`src/rtl/rfl_pkg.sv`:
```
package rfl_pkg;
  localparam int LREG_W_DEF = 6;
  localparam int PREG_W_DEF = 8;
  localparam int BANKS_DEF  = 4;

  typedef enum logic [1:0] {
    OUT_IDLE  = 2'd0,
    OUT_GRANT = 2'd1,
    OUT_STALL = 2'd2
  } alloc_out_e;
endpackage

```
`src/rtl/rfl_bank_sel.sv`:
```
module rfl_bank_sel #(
  parameter int LREG_W = 6,
  parameter int BANK_W = 2
) (
  input  logic [LREG_W-1:0] lreg,
  output logic [BANK_W-1:0] bank
);
  // group of logical registers is named by its upper bits
  assign bank = lreg[LREG_W-1 -: BANK_W];
endmodule

```
`src/rtl/rfl_bank_fifo.sv`:
```
module rfl_bank_fifo #(
  parameter int IDX_W = 6
) (
  input  logic             clk,
  input  logic             rst,
  input  logic             alloc_req,
  input  logic             rel_req,
  input  logic [IDX_W-1:0] rel_idx,
  output logic             grant,
  output logic [IDX_W-1:0] head_idx,
  output logic [IDX_W:0]   count,
  output logic             empty
);
  localparam int DEPTH = 1 << IDX_W;
  localparam int CNT_W = IDX_W + 1;

  logic [IDX_W-1:0] ram [DEPTH];
  logic [IDX_W-1:0] head_q, tail_q;
  logic             lapped_q;
  logic [CNT_W-1:0] count_q;
  logic             empty_q;
  logic             pop, push;

  assign pop   = alloc_req && (count_q != '0);
  assign push  = rel_req && (count_q != CNT_W'(DEPTH));
  assign grant = pop;

  // storage without reset so it maps onto RAM
  always_ff @(posedge clk) begin
    if (push) ram[tail_q] <= rel_idx;
  end

  // slots the tail has not yet written still hold their reset value = own index
  assign head_idx = (lapped_q || (head_q < tail_q)) ? ram[head_q] : head_q;

  always_ff @(posedge clk) begin
    if (rst) begin
      head_q   <= '0;
      tail_q   <= '0;
      lapped_q <= 1'b0;
      count_q  <= CNT_W'(DEPTH);
      empty_q  <= 1'b0;
    end else begin
      if (pop) head_q <= head_q + 1'b1;
      if (push) begin
        tail_q <= tail_q + 1'b1;
        if (tail_q == IDX_W'(DEPTH - 1)) lapped_q <= 1'b1;
      end
      if (pop && !push) begin
        count_q <= count_q - 1'b1;
        empty_q <= (count_q == CNT_W'(1));
      end else if (push && !pop) begin
        count_q <= count_q + 1'b1;
        empty_q <= 1'b0;
      end
    end
  end

  assign count = count_q;
  assign empty = empty_q;

  p_pop_dec_r5: assert property (@(posedge clk) disable iff (rst)
    (pop && !push) |=> (count_q == $past(count_q) - CNT_W'(1)));
  p_push_inc_r5: assert property (@(posedge clk) disable iff (rst)
    (push && !pop) |=> (count_q == $past(count_q) + CNT_W'(1)));
  p_both_keep_r8: assert property (@(posedge clk) disable iff (rst)
    (pop && push) |=> $stable(count_q));
  p_empty_hold_r6: assert property (@(posedge clk) disable iff (rst)
    (alloc_req && count_q == '0) |=> $stable(head_q));
  p_full_ignore_r10: assert property (@(posedge clk) disable iff (rst)
    (rel_req && !alloc_req && count_q == CNT_W'(DEPTH)) |=> (count_q == CNT_W'(DEPTH)));
endmodule

```
`src/rtl/rfl_top.sv`:
```
module rfl_top
  import rfl_pkg::*;
#(
  parameter int LREG_W = LREG_W_DEF,
  parameter int PREG_W = PREG_W_DEF,
  parameter int BANKS  = BANKS_DEF,
  localparam int BANK_W = $clog2(BANKS),
  localparam int IDX_W  = PREG_W - BANK_W,
  localparam int CNT_W  = IDX_W + 1
) (
  input  logic                    clk,
  input  logic                    rst,
  input  logic [LREG_W-1:0]       src_a_lreg,
  input  logic [LREG_W-1:0]       src_b_lreg,
  input  logic                    dst_valid,
  input  logic [LREG_W-1:0]       dst_lreg,
  input  logic                    rel_valid,
  input  logic [PREG_W-1:0]       rel_preg,
  output logic [BANK_W-1:0]       src_a_bank,
  output logic [BANK_W-1:0]       src_b_bank,
  output logic [BANK_W-1:0]       dst_bank,
  output logic                    alloc_valid,
  output logic                    alloc_stall,
  output logic [PREG_W-1:0]       alloc_preg,
  output logic [BANKS-1:0]        bank_empty,
  output logic [BANKS*CNT_W-1:0]  bank_count
);
  localparam int NFIELD = 3;

  logic [LREG_W-1:0] field [NFIELD];
  logic [BANK_W-1:0] fsel  [NFIELD];
  assign field[0] = src_a_lreg;
  assign field[1] = src_b_lreg;
  assign field[2] = dst_lreg;

  for (genvar f = 0; f < NFIELD; f++) begin : g_sel
    rfl_bank_sel #(.LREG_W(LREG_W), .BANK_W(BANK_W)) u_sel (
      .lreg (field[f]),
      .bank (fsel[f])
    );
  end

  logic [BANK_W-1:0] rel_bank;
  logic [IDX_W-1:0]  rel_idx;
  assign rel_bank = rel_preg[PREG_W-1 -: BANK_W];
  assign rel_idx  = rel_preg[IDX_W-1:0];

  logic [BANKS-1:0] grant;
  logic [IDX_W-1:0] head_idx [BANKS];

  for (genvar k = 0; k < BANKS; k++) begin : g_bank
    logic [CNT_W-1:0] cnt;
    rfl_bank_fifo #(.IDX_W(IDX_W)) u_fifo (
      .clk       (clk),
      .rst       (rst),
      .alloc_req (dst_valid && (fsel[2] == BANK_W'(k))),
      .rel_req   (rel_valid && (rel_bank == BANK_W'(k))),
      .rel_idx   (rel_idx),
      .grant     (grant[k]),
      .head_idx  (head_idx[k]),
      .count     (cnt),
      .empty     (bank_empty[k])
    );
    assign bank_count[k*CNT_W +: CNT_W] = cnt;
  end

  alloc_out_e outcome;
  always_comb begin
    if (!dst_valid)          outcome = OUT_IDLE;
    else if (grant[fsel[2]]) outcome = OUT_GRANT;
    else                     outcome = OUT_STALL;
  end

  always_ff @(posedge clk) begin
    if (rst) begin
      src_a_bank  <= '0;
      src_b_bank  <= '0;
      dst_bank    <= '0;
      alloc_valid <= 1'b0;
      alloc_stall <= 1'b0;
      alloc_preg  <= '0;
    end else begin
      src_a_bank  <= fsel[0];
      src_b_bank  <= fsel[1];
      dst_bank    <= fsel[2];
      alloc_valid <= (outcome == OUT_GRANT);
      alloc_stall <= (outcome == OUT_STALL);
      if (outcome == OUT_GRANT) alloc_preg <= {fsel[2], head_idx[fsel[2]]};
    end
  end

  p_excl_r11: assert property (@(posedge clk) disable iff (rst)
    !(alloc_valid && alloc_stall));
  p_idle_r11: assert property (@(posedge clk) disable iff (rst)
    !dst_valid |=> (!alloc_valid && !alloc_stall));
  p_range_r3: assert property (@(posedge clk) disable iff (rst)
    alloc_valid |-> (alloc_preg[PREG_W-1 -: BANK_W] == dst_bank));
  p_dst_sel_r2: assert property (@(posedge clk) disable iff (rst)
    1'b1 |=> (dst_bank == $past(dst_lreg[LREG_W-1 -: BANK_W])));
endmodule

```
`config.mk`:
```
export PLATFORM = sky130hd
export DESIGN_NAME = rfl_top
export DESIGN_NICKNAME = d
export VERILOG_FILES = /design/src/rtl/rfl_pkg.sv /design/src/rtl/rfl_bank_sel.sv /design/src/rtl/rfl_bank_fifo.sv /design/src/rtl/rfl_top.sv
export SDC_FILE = /design/constraint.sdc
export NUM_CORES = 2
export LEC_CHECK = 0
export BUFFER_PORTS_ARGS = -buffer_cell sky130_fd_sc_hd__buf_2
export CORE_MARGIN = 2
export CORE_UTILIZATION = 59
export CTS_BUF_LIST = sky130_fd_sc_hd__clkbuf_4
export DETAILED_ROUTE_END_ITERATION = 16
export PLACE_DENSITY = 0.86
export SLEW_MARGIN = 10
export SYNTH_ARGS = -nofsm -noshare
export SYNTH_HDL_FRONTEND = slang
export SYNTH_SLANG_ARGS = --single-unit
```
`constraint.sdc`:
```
create_clock -name clk -period 2.8 [get_ports clk]
set_input_delay 0.42 -clock clk [delete_from_list [all_inputs] [get_ports clk]]
set_output_delay 0.42 -clock clk [all_outputs]
set_load 0.02 [all_outputs]
```
# Word level (Yosys, flattened, before mapping)
# Memories as Yosys holds them, arrays and structs flattened. A register that Yosys moved wholly into a read port is not among the register bits.
# Cells that the tools add are included.
[totals]
memories = 4
ram_bits = 1536
ff_bits = 100
in_bits = 30
elab_cells = 166
[op_classes]
muxes = 43
n_reduce_logical = 50
eq_ne = 20
add_sub_neg = 16
n_bitwise = 1
magnitude_cmp = 6
[mem_list]
columns = ["name", "depth", "word_bits", "read_ports", "rd_ports_with_merged_regs", "wr", "line", "text"]
rows = [
  ["g_bank[0].u_fifo.ram", 64, 6, 1, 1, 1, "rfl_bank_fifo.sv:17", "logic [IDX_W-1:0] ram [DEPTH];"],
  ["g_bank[1].u_fifo.ram", 64, 6, 1, 1, 1, "rfl_bank_fifo.sv:17", ""],
  ["g_bank[2].u_fifo.ram", 64, 6, 1, 1, 1, "rfl_bank_fifo.sv:17", ""],
  ["g_bank[3].u_fifo.ram", 64, 6, 1, 1, 1, "rfl_bank_fifo.sv:17", ""],
]
[ops]
columns = ["operator", "n"]
rows = [
  ["6-bit two-way mux", 14],
  ["7-bit two-way mux", 8],
  ["6-bit by 1-bit adder with 6-bit output (second input constant)", 8],
  ["7-bit by 1-bit adder with 7-bit output (second input constant)", 4],
  ["7-bit by 1-bit == test with 1-bit output (second input constant)", 4],
  ["7-bit != test (second input constant)", 4],
  ["7-bit nonzero test", 4],
  ["7-bit by 1-bit subtractor with 7-bit output (second input constant)", 4],
  ["6-bit == test (second input constant)", 4],
  ["1-bit logical AND", 24],
  ["6-bit less-than comparator", 4],
  ["1-bit two-way mux", 17],
  ["6-bit binary-select mux with 2-bit select", 1],
  ["2-bit == test (second input constant)", 5],
  ["1-bit logical NOT", 8],
  ["2-bit AND reduction", 4],
  ["2-bit nonzero test", 4],
  ["2-bit by 1-bit == test with 1-bit output (second input constant)", 3],
  ["2-bit logical NOT", 2],
  ["1-bit logical OR", 4],
  ["2-bit two-way mux", 2],
  ["3-bit >= comparator (second input constant)", 1],
  ["2-bit by 3-bit less-than comparator with 1-bit output (second input constant)", 1],
  ["2-bit inverter with 3-bit output", 1],
  ["1-bit binary-select mux with 2-bit select", 1],
]

# Logic depth before layout (Yosys ltp)
[logic_depth]
word_depth = 8
depth_mapped = 15
mapped_depth_nobuf = 14

# Cells and area by module
# Synthesis repeated with hierarchy kept, for this count alone.
[unflattened]
hier_cells = 3909
area_unflattened_um2 = 66914.2
[modules_own_cells]
columns = ["mod", "area_each_um2", "instances", "cells_per_inst"]
rows = [
  ["rfl_bank_fifo at g_bank[2].u_fifo", 16539.6, 1, 956],
  ["rfl_bank_fifo at g_bank[0].u_fifo", 16538.4, 1, 964],
  ["rfl_bank_fifo at g_bank[3].u_fifo", 16510.8, 1, 954],
  ["rfl_bank_fifo at g_bank[1].u_fifo", 16508.3, 1, 961],
  ["rfl_top", 772.0, 1, 68],
  ["rfl_bank_sel", 15.0, 3, 2],
]

# Worst setup path before layout
# No wires, ideal clock.
[synth_path]
kind = "register -> register"
startpoint = "register g_bank[0].u_fifo.count_q[0]"
endpoint = "register g_bank[0].u_fifo.count_q[6]"
setup_ns = 0.127
arrival_time_ns = 2.943
period_less_slack_ns = 3.070
stages_incl_launch_ff = 13
path_slack_ns = -0.270
path_buffers = 0
path_cell_list = "dfxtp_1 > inv_1 > ha_1 > nand2b_1 > nor2_1 > a2111oi_2 > inv_2 > ha_1 > nor2b_1 > nand3_1 > o2bb2a_1 > o21ai_0 > or3b_1"
[synth_between]
elab_chain_cells = 5
[synth_lines]
columns = ["element", "line", "text"]
rows = [
  ["start: declaration", "rfl_bank_fifo.sv:20", "logic [CNT_W-1:0] count_q;"],
  ["start signal: assignment", "rfl_bank_fifo.sv:41", "count_q <= CNT_W'(DEPTH);"],
  ["start signal: assignment", "rfl_bank_fifo.sv:50", "count_q <= count_q - 1'b1;"],
  ["start signal: assignment", "rfl_bank_fifo.sv:53", "count_q <= count_q + 1'b1;"],
  ["branches (longest 5 deep; another with 7-bit by 1-bit adder with 7-bit output)", "n/a", ""],
]
# Parallel ways; which one is timed is not known. The select of a mux whose other input is x is not followed.
# A chain may end at the register's enable or synchronous reset.

==> summary.md <==
| Metric | Value |
|---|---|
| Remaining antenna violation count | `0` |
| Cell taking the most area after synthesis | `sky130_fd_sc_hd__edfxtp_1` |
| Failing checks | `negative setup slack` |
| Height of the die | `around 340 um` |
| Clock latency of the later-clocked register in the worst-skew pair | `between 1 and 1.5 ns` |
| Utilization of the core after routing | `a little over two thirds` |
| Wire length of the first global-routing pass | `around 250 mm` |
| End of the worst register-to-register path | `alloc_preg[2]` |
| IO buf count | `between 60 and 70` |
| Number of enable-type register cells in the synthesized netlist | `1536` |
| Pwr dens | `between 600 and 700 mW/mm^2` |
| Async set-or-reset flop fraction in the synthesized netlist | `0%` |
| Slew Viols, Final | `0` |
| Period Utilization, post-route | `102%` |
| Count of non-filler cells in the finished layout | `about 6300` |
| Count of cells along the worst register-to-register path | `8` |
| Worst hold stages | `2` |
| Effective utilization at floorplan | `59.6%` |
| Crit path time final | `approximately 2.9 ns` |
| CP startpoint kind | `register` |
| Sequential cell area fraction in the yosys report | `between 70% and 80%` |
| Worst setup EP type | `register` |
| Vias in the first global route | `between 40000 and 50000` |
| Via count | `about 41000` |
| Number of storage elements in the synthesis netlist | `between 1500 and 2000` |
| Initial antenna violation count | `5` |
| Type of the most critical hold path | `in -> reg` |
| Area share of the largest cell type after synthesis | `69.8%` |
| Internal portion of total power | `37.8 mW` |
| Post-synthesis cell count | `about 3600` |
| CTS clk-pin slew, worst paths | `about 0.07 ns` |
| Biggest area contributors in the synthesized netlist | `sky130_fd_sc_hd__edfxtp_1 (70%), sky130_fd_sc_hd__mux4_2 (13%), sky130_fd_sc_hd__dfxtp_1 (3.8%)` |
| Placement Rows | `about 120` |
| Avg Inst Size Synth | `18.4 um^2` |
| Routed wl met2 | `82.5 mm` |
| Placed Cells | `5507` |
| Final global-route overflow total | `0` |
| Setup violation total in the final timing report | `21` |
| 1st-iter DRT viols | `6431` |
| Routed length on met1 | `58.8 mm` |
| Tightest Pin Transition | `about 0.83 ns` |
| Number of buffers created by CTS | `404` |
| Critical path data required time | `~4 ns` |
| Cell area after placement | `0.0721 mm^2` |
| GRT Total Usage | `around 30%` |
| Synthesis Warnings | `0` |
| Setup repair after global routing missed its margin | `yes` |
| Net switching power | `around 11 mW` |
| Routed vias/inst | `roughly 6.5` |
| Setup slack on the worst flop-to-flop path | `-0.06 ns` |
| HP Start | `rel_preg[0]` |
| Setup slack after layout | `-0.0600 ns` |
| Metal3 WL | `between 20 and 25 mm` |
| Net count reported at finish | `between 4000 and 5000` |
| Layout area overhead | `18.1%` |
| Classification of the worst setup path | `reg -> reg` |
| Synth Net Count | `between 3000 and 4000` |
| Share of cells above drive strength 1 | `between 30% and 40%` |
| CTS max path bufs | `4` |
| Part of the total power dissipated in combinational logic | `~4.3%` |
| Maximum fanout encountered on the critical timing path | `10` |
| Number of hold violations in the final report | `0` |
| Final Cell Area | `between 0.07 and 0.08 mm^2` |
| Largest clock skew in the final design | `just over 0.1 ns` |
| Residual DRC | `0` |
| Pre-CTS setup slack | `-0.361 ns` |
| Number of violations of the max-capacitance limit | `0` |
| Total clock sinks | `1660` |
| Clock tree from TritonCTS | `yes` |
| Post-Syn Area | `roughly 0.066 mm^2` |
| Count of distinct cell types in the synthesized netlist | `85` |
| Worst slew slack as a fraction of its limit | `44.6%` |
| Die boundary width | `~340 um` |
| I/O pin total | `78` |
| Clock tree root driver cell | `sky130_fd_sc_hd__clkbuf_4` |
| Fraction of power spent switching nets | `between 20% and 30%` |
| Maximum number of pins on one net before global-route repair | `113` |
| Detailed-placement wirelength estimate | `106 mm` |
| Status | `finished with violations` |
| Data arrival at the endpoint of the critical path | `about 4.0 ns` |
| Leakage component of the power | `~26 nW` |
| Average wire per cell in the routed design | `roughly 28 um` |
| Part of the power in registers | `about 56%` |
| Final Wtd Congestion | `0.905` |
| Hold worst-path end | `g_bank[3].u_fifo.ram[55][0]` |
| Core ar. | `about 0.11 mm^2` |
| Highest clock frequency the design can meet | `350 MHz` |
| Most used DFF post-synth | `sky130_fd_sc_hd__edfxtp_1` |
| Sum of routed wire length over all layers | `~170 mm` |
| CTS H-tree depth | `5` |
| Clock power frac | `39.8%` |
| Die footprint | `approximately 0.11 mm^2` |
| Top routing layer in use | `met4` |
| VDD IR-drop max | `about 470 uV` |
| 1st-pass router iterations | `7` |
-- power by group through the flow --
stage | sequential, mW | combinational, mW | clock (mW)
finish | 27.2 | 2.09 | 19.4
global route | 27.2 | 2.19 | 20.7
CTS | 27.2 | 1.95 | 19.5
detailed placement | 27.7 | 1.83 | 0
global placement | 27.7 | 1.76 | 0
floorplan | 27.7 | 0.902 | 0
-- worst max-delay path, stage by stage (launching register included) --
cell                       delay [ns]
sky130_fd_sc_hd__dfxtp_4         0.39
sky130_fd_sc_hd__buf_4           0.14
sky130_fd_sc_hd__buf_16          0.17
sky130_fd_sc_hd__buf_4           0.21
sky130_fd_sc_hd__mux4_2          0.60
sky130_fd_sc_hd__a221oi_2        0.59
sky130_fd_sc_hd__o41ai_1         0.19
sky130_fd_sc_hd__nor3_2          0.28
sky130_fd_sc_hd__a31oi_1         0.15
-- layout by cell type, fill, tap and decap left out, types with 24 or more instances in the layout --
master                          count
sky130_fd_sc_hd__edfxtp_1        1536
sky130_fd_sc_hd__clkbuf_4         578
sky130_fd_sc_hd__buf_4            523
sky130_fd_sc_hd__nor2_1           394
sky130_fd_sc_hd__mux4_2           379
sky130_fd_sc_hd__nand2_1          113
sky130_fd_sc_hd__dfxtp_1          105
sky130_fd_sc_hd__nand3_1           94
sky130_fd_sc_hd__clkinv_1          87
sky130_fd_sc_hd__mux2i_1           73
sky130_fd_sc_hd__buf_2             58
sky130_fd_sc_hd__nor2b_1           48
sky130_fd_sc_hd__a21oi_1           48
sky130_fd_sc_hd__ha_1              39
sky130_fd_sc_hd__buf_12            38
sky130_fd_sc_hd__inv_1             37
sky130_fd_sc_hd__xnor2_1           32
sky130_fd_sc_hd__dlygate4sd3_1     32
sky130_fd_sc_hd__nor3_1            31
sky130_fd_sc_hd__a31oi_1           26
sky130_fd_sc_hd__nand2b_1          25
sky130_fd_sc_hd__a22oi_1           25
sky130_fd_sc_hd__xor2_1            24
-- timing repair --
action                                 4_1_cts  5_1_grt
endpoints found under the hold margin     1524        0
gates cloned                                 0        3
setup endpoints to repair                  508      431
hold buffers                                32        0
resized for setup                           31       74
setup buffers                                8       15
pin swaps                                    3       15
-- metrics by stage --
| stage | setup TNS, ns | power [mW] | hold WS, ns |
|---|---|---|---|
| after floorplan | 0 | 28.6 | 0.451 |
| after global placement | -25.34 | 29.5 | 0.441 |
| after detailed placement | -46.70 | 29.6 | 0.454 |
| after CTS | 0 | 48.6 | 0.102 |
| after global routing | -4.80 | 50.1 | 0.185 |
| final | -0.383 | 48.6 | 0.215 |
-- logic make-up after synthesis --
kind of cell,after synthesis,synth area share [%]
compound gates,287,3.07
xor+xnor,56,0.742
fa+ha+maj,44,0.833
buf+inv,227,1.54
flops,1660,73.5
mux,480,14.5
simple gates,834,5.79
-- routing by layer --
layer / up-vias / global-route usage (%)
met4: 0 / 13.7
met3: 760 / 8.29
met1: 20000 / 38.5
met2: 3553 / 46.6
li1: 16500 / -
met5: - / 0
-- worst max-delay path by stage --
| stage | cells after the start | slack [ns] | startpoint | endpoint |
|---|---|---|---|---|
| after global routing | 11 | -0.11 | g_bank[0].u_fifo.count[0] | g_bank[0].u_fifo.ram[26][5] |
| after CTS | 13 | 0.004 | g_bank[3].u_fifo.count[0] | g_bank[3].u_fifo.count[6] |
| after detailed placement | 12 | -0.36 | g_bank[0].u_fifo.count[0] | g_bank[0].u_fifo.count[6] |
| final | 8 | -0.06 | register | alloc_preg[2] |
| after floorplan | 12 | 0.01 | g_bank[2].u_fifo.count[3] | g_bank[2].u_fifo.count[6] |
| after global placement | 12 | -0.26 | g_bank[0].u_fifo.count[0] | g_bank[0].u_fifo.count[6] |
-- synth_stat cells, types with 15 or more instances --
cell type	number
sky130_fd_sc_hd__a211oi_1	15
sky130_fd_sc_hd__a21oi_1	54
sky130_fd_sc_hd__a22oi_1	30
sky130_fd_sc_hd__a31oi_1	29
sky130_fd_sc_hd__buf_1	16
sky130_fd_sc_hd__buf_2	48
sky130_fd_sc_hd__buf_4	24
sky130_fd_sc_hd__clkbuf_1	89
sky130_fd_sc_hd__dfxtp_1	124
sky130_fd_sc_hd__edfxtp_1	1536
sky130_fd_sc_hd__ha_1	44
sky130_fd_sc_hd__inv_1	39
sky130_fd_sc_hd__mux2_2	23
sky130_fd_sc_hd__mux2i_1	77
sky130_fd_sc_hd__mux4_2	379
sky130_fd_sc_hd__nand2_1	119
sky130_fd_sc_hd__nand2b_1	28
sky130_fd_sc_hd__nand3_1	95
sky130_fd_sc_hd__nand4_1	18
sky130_fd_sc_hd__nor2_1	404
sky130_fd_sc_hd__nor2b_1	51
sky130_fd_sc_hd__nor3_1	38
sky130_fd_sc_hd__nor4_1	17
sky130_fd_sc_hd__o21ai_0	26
sky130_fd_sc_hd__o22ai_1	16
sky130_fd_sc_hd__xnor2_1	32
sky130_fd_sc_hd__xor2_1	24
-- cell type report --
class	instances	area, um^2
sequential	1660	48700
fill	6154	32700
multi-input combinational	1701	16900
timing repair buffer	668	5580
clock buffer	578	4340
tap	1488	1860
clock inverter	107	557
inverter	48	184
antenna	1	2.50
-- registers in the layout, summed over array words and instances (netlist names), named ones only --
| register | cells |
|---|---|
| alloc_preg | 8 |
| alloc_stall | 1 |
| alloc_valid | 1 |
| dst_bank | 2 |
| g_bank.u_fifo.count | 28 |
| g_bank.u_fifo.empty | 4 |
| g_bank.u_fifo.head_q | 24 |
| g_bank.u_fifo.lapped_q | 4 |
| g_bank.u_fifo.ram | 1536 |
| g_bank.u_fifo.tail_q | 24 |
| src_a_bank | 2 |
| src_b_bank | 2 |
No activity file was read; power rests on OpenSTA's default activity.
